`config.mk`:
```
export PLATFORM = sky130hd
export DESIGN_NAME = blk_lock_ctrl
export DESIGN_NICKNAME = d
export VERILOG_FILES = /design/src/rtl/blk_lock_pkg.sv /design/src/rtl/blk_lock_dec.sv /design/src/rtl/blk_lock_timer.sv /design/src/rtl/blk_lock_bits.sv /design/src/rtl/blk_lock_ctrl.sv
export SDC_FILE = /design/constraint.sdc
export NUM_CORES = 1
export LEC_CHECK = 0
export BUFFER_PORTS_ARGS = -buffer_cell sky130_fd_sc_hd__buf_2
export CAP_MARGIN = 5
export CORE_MARGIN = 3
export CORE_UTILIZATION = 50
export DETAILED_ROUTE_END_ITERATION = 12
export GPL_ROUTABILITY_DRIVEN = 0
export GPL_TIMING_DRIVEN = 0
export PLACE_DENSITY_LB_ADDON = 0.05
export SYNTH_ARGS = -nofsm -noshare
export SYNTH_HDL_FRONTEND = slang
export SYNTH_SLANG_ARGS = --single-unit
```
`constraint.sdc`:
```
create_clock -name clk -period 1.7 [get_ports clk]
set_input_delay 0.34 -clock clk [delete_from_list [all_inputs] [get_ports clk]]
set_output_delay 0.34 -clock clk [all_outputs]
set_load 0.05 [all_outputs]
```
`src/rtl/blk_lock_pkg.sv`:
```
package blk_lock_pkg;

    typedef enum logic [2:0] {
        OP_NONE  = 3'd0,
        OP_PROG  = 3'd1,
        OP_ERASE = 3'd2,
        OP_LOCK  = 3'd3,
        OP_RDLK  = 3'd4
    } flash_op_e;

    typedef struct packed {
        logic is_prog;
        logic is_erase;
        logic is_lock;
        logic is_rd;
        logic is_bad;
    } cmd_dec_t;

endpackage

```
`src/rtl/blk_lock_dec.sv`:
```
module blk_lock_dec
    import blk_lock_pkg::*;
(
    input  logic [2:0] op,
    output cmd_dec_t   dec
);
    always_comb begin
        dec = '0;
        case (op)
            OP_PROG:  dec.is_prog  = 1'b1;
            OP_ERASE: dec.is_erase = 1'b1;
            OP_LOCK:  dec.is_lock  = 1'b1;
            OP_RDLK:  dec.is_rd    = 1'b1;
            default:  dec.is_bad   = 1'b1;
        endcase
    end
endmodule

```
`src/rtl/blk_lock_timer.sv`:
```
module blk_lock_timer #(
    parameter int BUSY_CYC = 4,
    localparam int CNT_W = (BUSY_CYC < 2) ? 1 : $clog2(BUSY_CYC)
) (
    input  logic clk,
    input  logic rst_n,
    input  logic start,
    output logic busy,
    output logic done
);
    typedef struct packed {
        logic             busy;
        logic [CNT_W-1:0] cnt;
    } tmr_t;

    tmr_t tmr_d, tmr_q;

    always_comb begin
        tmr_d = tmr_q;
        done  = tmr_q.busy && (tmr_q.cnt == '0);
        if (tmr_q.busy) begin
            if (tmr_q.cnt == '0) tmr_d.busy = 1'b0;
            else                 tmr_d.cnt  = tmr_q.cnt - 1'b1;
        end else if (start) begin
            tmr_d.busy = 1'b1;
            tmr_d.cnt  = CNT_W'(BUSY_CYC - 1);
        end
    end

    always_ff @(posedge clk or negedge rst_n) begin
        if (!rst_n) tmr_q <= '0;
        else        tmr_q <= tmr_d;
    end

    assign busy = tmr_q.busy;
endmodule

```
`src/rtl/blk_lock_bits.sv`:
```
module blk_lock_bits #(
    parameter int NUM_BLK = 4,
    localparam int BLK_W = $clog2(NUM_BLK)
) (
    input  logic               clk,
    input  logic               rst_n,
    input  logic               lock_en,
    input  logic               unlock_en,
    input  logic [BLK_W-1:0]   idx,
    output logic [NUM_BLK-1:0] bits
);
    for (genvar g = 0; g < NUM_BLK; g++) begin : g_blk
        logic bit_d, bit_q;
        logic hit;

        assign hit = (idx == BLK_W'(g));

        always_comb begin
            bit_d = bit_q;
            if (hit && lock_en)        bit_d = 1'b0;
            else if (hit && unlock_en) bit_d = 1'b1;
        end

        always_ff @(posedge clk or negedge rst_n) begin
            if (!rst_n) bit_q <= 1'b1;
            else        bit_q <= bit_d;
        end

        assign bits[g] = bit_q;
    end
endmodule

```
`src/rtl/blk_lock_ctrl.sv`:
```
module blk_lock_ctrl
    import blk_lock_pkg::*;
#(
    parameter int NUM_BLK  = 4,
    parameter int BUSY_CYC = 4,
    localparam int BLK_W = $clog2(NUM_BLK)
) (
    input  logic             clk,
    input  logic             rst_n,
    input  logic             cmd_valid,
    input  logic [2:0]       cmd_op,
    input  logic [BLK_W-1:0] cmd_blk,
    input  logic             ovr_wr,
    input  logic             ovr_wdata,
    input  logic             cpu_mode_en,
    input  logic             flash_stop,
    output logic             ready,
    output logic             unlock_ovr,
    output logic             err,
    output logic             rd_valid,
    output logic             rd_lock
);
    typedef struct packed {
        logic             ovr;
        logic             err;
        logic             rd_valid;
        logic             rd_lock;
        logic             erase_op;
        logic             lock_op;
        logic [BLK_W-1:0] blk;
    } ctl_t;

    ctl_t               ctl_d, ctl_q;
    cmd_dec_t           dec;
    logic               busy, done, start;
    logic               lock_en, unlock_en;
    logic [NUM_BLK-1:0] lock_bits;
    logic               accept, grant_ok;

    blk_lock_dec u_dec (.op(cmd_op), .dec(dec));

    blk_lock_timer #(.BUSY_CYC(BUSY_CYC)) u_tmr (
        .clk(clk), .rst_n(rst_n), .start(start), .busy(busy), .done(done)
    );

    blk_lock_bits #(.NUM_BLK(NUM_BLK)) u_bits (
        .clk(clk), .rst_n(rst_n), .lock_en(lock_en), .unlock_en(unlock_en),
        .idx(ctl_q.blk), .bits(lock_bits)
    );

    assign accept   = cmd_valid && !busy;
    assign grant_ok = lock_bits[cmd_blk] || ctl_q.ovr;

    always_comb begin
        ctl_d          = ctl_q;
        ctl_d.rd_valid = 1'b0;
        start          = 1'b0;
        lock_en        = 1'b0;
        unlock_en      = 1'b0;

        if (ovr_wr) ctl_d.ovr = ovr_wdata;

        if (accept) begin
            if (dec.is_bad) begin
                ctl_d.ovr = 1'b0;
            end else begin
                ctl_d.err = 1'b0;
                if (dec.is_rd) begin
                    ctl_d.rd_valid = 1'b1;
                    ctl_d.rd_lock  = lock_bits[cmd_blk];
                end else if (dec.is_lock || grant_ok) begin
                    start          = 1'b1;
                    ctl_d.blk      = cmd_blk;
                    ctl_d.erase_op = dec.is_erase;
                    ctl_d.lock_op  = dec.is_lock;
                end else begin
                    ctl_d.err = 1'b1;
                end
            end
        end

        if (done) begin
            ctl_d.ovr = 1'b0;
            lock_en   = ctl_q.lock_op;
            unlock_en = ctl_q.erase_op;
        end

        if (!cpu_mode_en || flash_stop) ctl_d.ovr = 1'b0;
    end

    always_ff @(posedge clk or negedge rst_n) begin
        if (!rst_n) ctl_q <= '0;
        else        ctl_q <= ctl_d;
    end

    assign ready      = !busy;
    assign unlock_ovr = ctl_q.ovr;
    assign err        = ctl_q.err;
    assign rd_valid   = ctl_q.rd_valid;
    assign rd_lock    = ctl_q.rd_lock;
endmodule

```
# Word-level counts from Yosys, hierarchy flattened
# Index checks and enable logic that the tools add are counted.
[op_classes]
eq_ne = 8
bitwise_logic = 1
n_reduce_logical = 27
n_mux = 34
magnitude_cmp = 1
addsub = 1
[ops]
columns = ["operator", "count"]
rows = [
  ["$mux 1", 25],
  ["$logic_and 1x1->1", 10],
  ["$reduce_bool 2->1", 5],
  ["$mux 4", 2],
  ["$mux 8", 1],
  ["$mux 7", 1],
  ["$eq 3x2->1 const B", 2],
  ["$mux 3", 2],
  ["$eq 2x2->1 const B", 2],
  ["$logic_not 2->1", 2],
  ["$mux 2", 2],
  ["$reduce_and 2->1", 2],
  ["$reduce_and 4->1", 1],
  ["$reduce_or 4->1", 1],
  ["$eq 3x1->1 const B", 1],
  ["$eq 3x3->1 const B", 1],
  ["$logic_or 1x1->1", 3],
  ["$lt 2x3->1 const B", 1],
  ["$reduce_and 3->1", 1],
  ["$bmux 1 s2", 1],
  ["$eq 2x1->1 const B", 1],
  ["$logic_not 1->1", 2],
  ["$ne 2x2->1 const B", 1],
  ["$sub 2x1->2 const B", 1],
  ["$not 1->1", 1],
]
[totals]
elab_cells = 85
out_inout_bits = 5
inputBits = 12
register_bits = 15

# Depth between registers and ports, before layout
[logic_depth]
ltp_word = 10
depth_mapped = 6
depth_no_buf = 6

# By module
# Synthesis repeated with hierarchy kept, for this count alone.
[hier_totals]
cells_unflattened = 76
hier_area_um2 = 853.3
[by_module_without_submodules]
columns = ["module", "seq_area_each_um2", "cells_each", "area_each_um2", "instances"]
rows = [
  ["blk_lock_ctrl", 200.2, 38, 451.7, 1],
  ["blk_lock_bits", 105.1, 19, 211.5, 1],
  ["blk_lock_timer", 75.1, 13, 142.6, 1],
  ["blk_lock_dec", 0.0, 6, 47.5, 1],
]

# Worst setup path after synthesis
# No wires, ideal clock.
[synth_path]
path_kind = "reg2reg"
startpoint = "reg ctl_q, in the netlist unlock_ovr"
endpoint = "reg ctl_q[0] (netlist bit)"
slack_ps = 62
arrival_ps = 1513
path_stages_with_launch = 5
n_path_buf = 0
period_less_slack_ps = 1638
setup_ps = 125
t_required_ps = 1575
cell_sequence = "dfrtp_1 > and2b_2 > a22oi_2 > o21ai_2 > mux2_2"
[synth_via]
elab_chain_len = 3
[synth_lines]
columns = ["element", "line_no", "rtl"]
rows = [
  ["from (decl)", "blk_lock_ctrl.sv:33", "ctl_t ctl_d, ctl_q;"],
  ["from (signal assigned)", "blk_lock_ctrl.sv:93", "else ctl_q <= ctl_d;"],
  ["$logic_or 1x1->1", "blk_lock_ctrl.sv:52", "assign grant_ok = lock_bits[cmd_blk] || ctl_q.ovr;"],
  ["$logic_or 1x1->1", "blk_lock_ctrl.sv:71", "end else if (dec.is_lock || grant_ok) begin"],
  ["$reduce_and 4->1 (no line)", "-", ""],
]
# Every way passes these cells.
# A chain may end at the register's enable or synchronous reset.

# Worst setup path after layout
[layout_path]
startpoint = "reg u_bits.g_blk[3].bit_q"
endpoint = "reg ctl_q[1] (netlist bit)"
[layout_via]
elab_chain_len = 5
[layout_lines]
columns = ["element", "line_no", "rtl"]
rows = [
  ["from (decl)", "blk_lock_bits.sv:13", "logic bit_d, bit_q;"],
  ["from (signal assigned)", "blk_lock_bits.sv:26", "else bit_q <= bit_d;"],
  ["$bmux 1 s2", "blk_lock_ctrl.sv:52", ""],
  ["$mux 1 (not written as such)", "blk_lock_ctrl.sv:52", ""],
  ["$logic_or 1x1->1", "blk_lock_ctrl.sv:52", ""],
  ["$logic_or 1x1->1", "blk_lock_ctrl.sv:71", ""],
  ["$reduce_and 4->1 (no line)", "-", ""],
]
# Every way passes these cells. The select of a mux whose other input is x is not followed.

==> results.py <==
metrics = {
    "placed_design": {
        "port_buffers": 16,
        "dp_hpwl_um": 1000,
    },
    "pwr": {
        "power_switching_mw": 0.537,
        "leakage_nw": 0.429,
        "clock_power_share": 0.144,
        "seq_power_share": 0.467,
        "p_int_mw": 0.822,
        "p_sw_frac": 0.395,
        "power_frac_comb": 0.389,
        "power_mw": 1.36,
        "vdd_drop_max_v": 0.000977,
        "p_per_area_mw_per_mm2": 1540,
    },
    "critical_path": {
        "crit_type": "reg -> reg",
        "start_kind": "register",
        "cp_slowest_cell": "dfstp_2",
        "r2r_slack_ps": 190,
        "path_cells": "mux2i_1, a22oi_2, o21ai_2, mux2_2",
        "reg2reg_to": "ctl_q[1]",
        "cp_top_family": "multiplexers",
        "crit_buf_inv": 0,
        "reg2reg_depth": 4,
        "endpoint": "ctl_q[1]",
        "cp.depth": 4,
        "cp-startpoint": "u_bits.g_blk[3].bit_q",
        "cp.arrival_ps": 1680,
        "critPathMaxFanout": 5,
        "rr_startpoint": "u_bits.g_blk[3].bit_q",
        "cpPeakStageDelay_ps": 380,
        "worstPathRequired_ps": 1860,
        "worst_setup_path_end_kind": "register",
    },
    "timing": {
        "fmaxAchievable_ghz": 0.660,
        "slew-limit-headroom": 0.769,
        "maxSlewViolCount": 0,
        "skew_ps": 8.74,
        "min_period_ps": 1510,
        "hold_viol": 0,
        "rsz0062_at_grt": "false",
        "period_share": 0.891,
        "setup_viol": 0,
        "tns_ps": 0,
        "tightestPinTransition_ps": 346,
    },
    "job": {
        "cap_violations": 0,
    },
    "synthesis": {
        "ys_ff_latch": 15,
        "yosysWarnings": 0,
        "synth_compound_area_frac": 0.149,
        "synth.distinct_cells": 29,
        "synth_area_per_cell_um2": 10.8,
        "synth_nets": 82,
        "yosysSeqAreaShare": 0.509,
        "synth_top_family_by_area": "simple AND/OR/NAND/NOR gates",
        "synth-simple-area-share": 0.194,
        "syn_inst": 69,
        "synth_adder_area_share": 0.0168,
        "synth_xor_area_frac": 0.0235,
        "netlist_area_um2": 747,
        "synth_mux_area_frac": 0.0871,
    },
    "cts": {
        "clk_latency_ps": 280,
        "htreeDepth": 1,
        "clock-sinks": 15,
        "cts_tree": "done",
        "cts_resized": 0,
        "cts_root_buf": "clkbuf_4",
        "clockBufferDepth": 2,
        "cts_buffers": 3,
        "cts.clk_slew.worst_paths_ps": 90,
    },
    "final_layout": {
        "area_growth_pct": 18.1,
        "drive_gt1_frac": 0.367,
        "fin_nets": 104,
        "fillers": 116,
        "diodes": 0,
    },
    "floorplan": {
        "ios": 17,
        "coreArea_mm2": 0.00135,
        "initial_utilization": 0.553,
        "die_x_um": 44.7,
        "rows": 13,
        "die_h_um": 44.7,
        "die-area_mm2": 0.00199,
    },
    "route": {
        "routed_wirelength_um": 1310,
        "first_iter_violations": 4,
        "vias_per_cell": 5.50,
        "drc": 0,
        "routedWlPerCell_um": 12.4,
        "vias": 577,
        "dr.pass1.iters": 4,
        "ant_nets": 0,
    },
    "grt": {
        "track_usage": 0.154,
        "antenna_found_initial": 0,
        "grt_pass1_wl_um": 2200,
        "grt_max_degree": 16,
        "gr-total-overflow": 0,
        "grt_pass1_vias": 534,
    },
    "min_path": {
        "hold_class": "in -> reg",
    },
    "outcome": {
        "status": "finished clean",
    },
}
==> worst min-delay path by stage <==
stage	start	end	slack (ps)	depth (start not counted)
CTS	flash_stop	unlock_ovr	290	3
global placement	rst_n	ctl_q[1]	260	1
global route	flash_stop	unlock_ovr	300	3
floorplan	rst_n	ctl_q[0]	40	0
detailed placement	rst_n	ctl_q[1]	260	1
finish	flash_stop	unlock_ovr	300	3
==> metal layers <==
layer  share of wire  wire length [um]  vias up  GRT usage
met3           0.046                60        2     0.0366
li1                -                 -      293          -
met1            0.48               622      271      0.198
met5               0                 0        -          0
met2            0.47               609       11      0.241
met4           0.011                15        0     0.0723
==> worst min-delay path: cells and delay by family <==
family,cells,cell delay (ps)
AND/OR/NAND/NOR,1,100
buffers and inverters,1,70
AO/OA/AOI/OAI,1,40
==> Yosys cell counts <==
| cell type | instances | area [um^2] |
|---|---|---|
| or3b_1 | 1 | 8.76 |
| and2_1 | 1 | 6.26 |
| nor2_1 | 4 | 15.0 |
| o211ai_1 | 1 | 7.51 |
| and2_2 | 1 | 7.51 |
| o2bb2ai_1 | 1 | 8.76 |
| o21ai_0 | 3 | 15.0 |
| nand2_1 | 7 | 26.3 |
| a21oi_1 | 5 | 25.0 |
| mux2i_1 | 2 | 20.0 |
| and2b_2 | 1 | 8.76 |
| nand2b_1 | 1 | 6.26 |
| a22oi_2 | 1 | 12.5 |
| mux2_2 | 4 | 45.0 |
| inv_1 | 4 | 15.0 |
| ha_1 | 1 | 12.5 |
| xor2_1 | 1 | 8.76 |
| nand4b_1 | 1 | 8.76 |
| dfstp_2 | 4 | 105 |
| nor3b_4 | 1 | 18.8 |
| dfrtp_1 | 11 | 275 |
| nand3_1 | 1 | 5.00 |
| nor2b_2 | 1 | 8.76 |
| a31oi_1 | 4 | 25.0 |
| and3_1 | 2 | 12.5 |
| xnor2_1 | 1 | 8.76 |
| nor2b_1 | 2 | 12.5 |
| o21ai_2 | 1 | 8.76 |
| a22o_1 | 1 | 8.76 |
==> area by class of cell <==
type	count	area [um^2]	share of cell area
Inverter	4	15.0	0.0170
Multi-Input combinational cell	50	352	0.399
Sequential cell	15	380	0.431
Tap cell	15	18.8	0.0213
Timing Repair Buffer	17	90.1	0.102
Clock buffer	4	26.3	0.0298
==> state kept, by name (all words and copies together), names as in the netlist <==
name,cells
u_tmr.tmr_q,2
ctl_q,4
rd_lock,1
err,1
u_bits.g_blk.bit_q,4
rd_valid,1
u_tmr.busy,1
unlock_ovr,1
==> power groups by stage <==
stage	combinational [mW]	sequential, mW	clock (mW)
3_5_place_dp	0.533	0.643	0
3_3_place_gp	0.518	0.639	0
6_report	0.529	0.635	0.196
5_1_grt	0.588	0.656	0.228
4_1_cts	0.537	0.635	0.207
2_1_floorplan	0.346	0.692	0
==> stage by stage <==
stage,hold WS [ps],worst slack [ps],instance area (um^2),util,cells
3_3_place_gp,255,42.0,846,0.627,100
3_5_place_dp,257,26.2,846,0.627,100
4_1_cts,293,178,882,0.653,105
2_1_floorplan,44.4,62.5,747,-,69
6_report,300,185,882,0.653,105
5_1_grt,297,90.9,882,0.653,105
==> cells by family after synthesis <==
group,count (synthesis)
adder cells (fa/ha/maj),1
buffers and inverters,4
multiplexers,6
AO/OA/AOI/OAI,17
AND/OR/NAND/NOR,24
XOR/XNOR,2
flip-flops,15
==> timing repair <==
item / 4_1_cts / 5_1_grt
hold buffers: 1 / 0
endpoints found under the hold margin: 11 / 0
buffers inserted: 0 / 0
==> placed cells by master, fill, tap and decap left out, drive strengths merged <==
| cell type | synthesis | layout |
|---|---|---|
| nand2b | 1 | 1 |
| buf | 0 | 16 |
| xor2 | 1 | 1 |
| nor2 | 4 | 4 |
| and2b | 1 | 1 |
| o211ai | 1 | 1 |
| a22oi | 1 | 1 |
| a21oi | 5 | 5 |
| and2 | 2 | 2 |
| inv | 4 | 4 |
| xnor2 | 1 | 1 |
| dfstp | 4 | 4 |
| a22o | 1 | 1 |
| mux2 | 4 | 4 |
| mux2i | 2 | 2 |
| clkbuf | 0 | 4 |
| o21ai | 4 | 4 |
| nand4b | 1 | 1 |
| nand2 | 7 | 7 |
| dlygate4sd3 | 0 | 1 |
| or3b | 1 | 1 |
| dfrtp | 11 | 11 |
| ha | 1 | 1 |
| a31oi | 4 | 4 |
| nor3b | 1 | 1 |
| o2bb2ai | 1 | 1 |
| nor2b | 3 | 3 |
| and3 | 2 | 2 |
| nand3 | 1 | 1 |
Power figures use the tool's default switching activity.
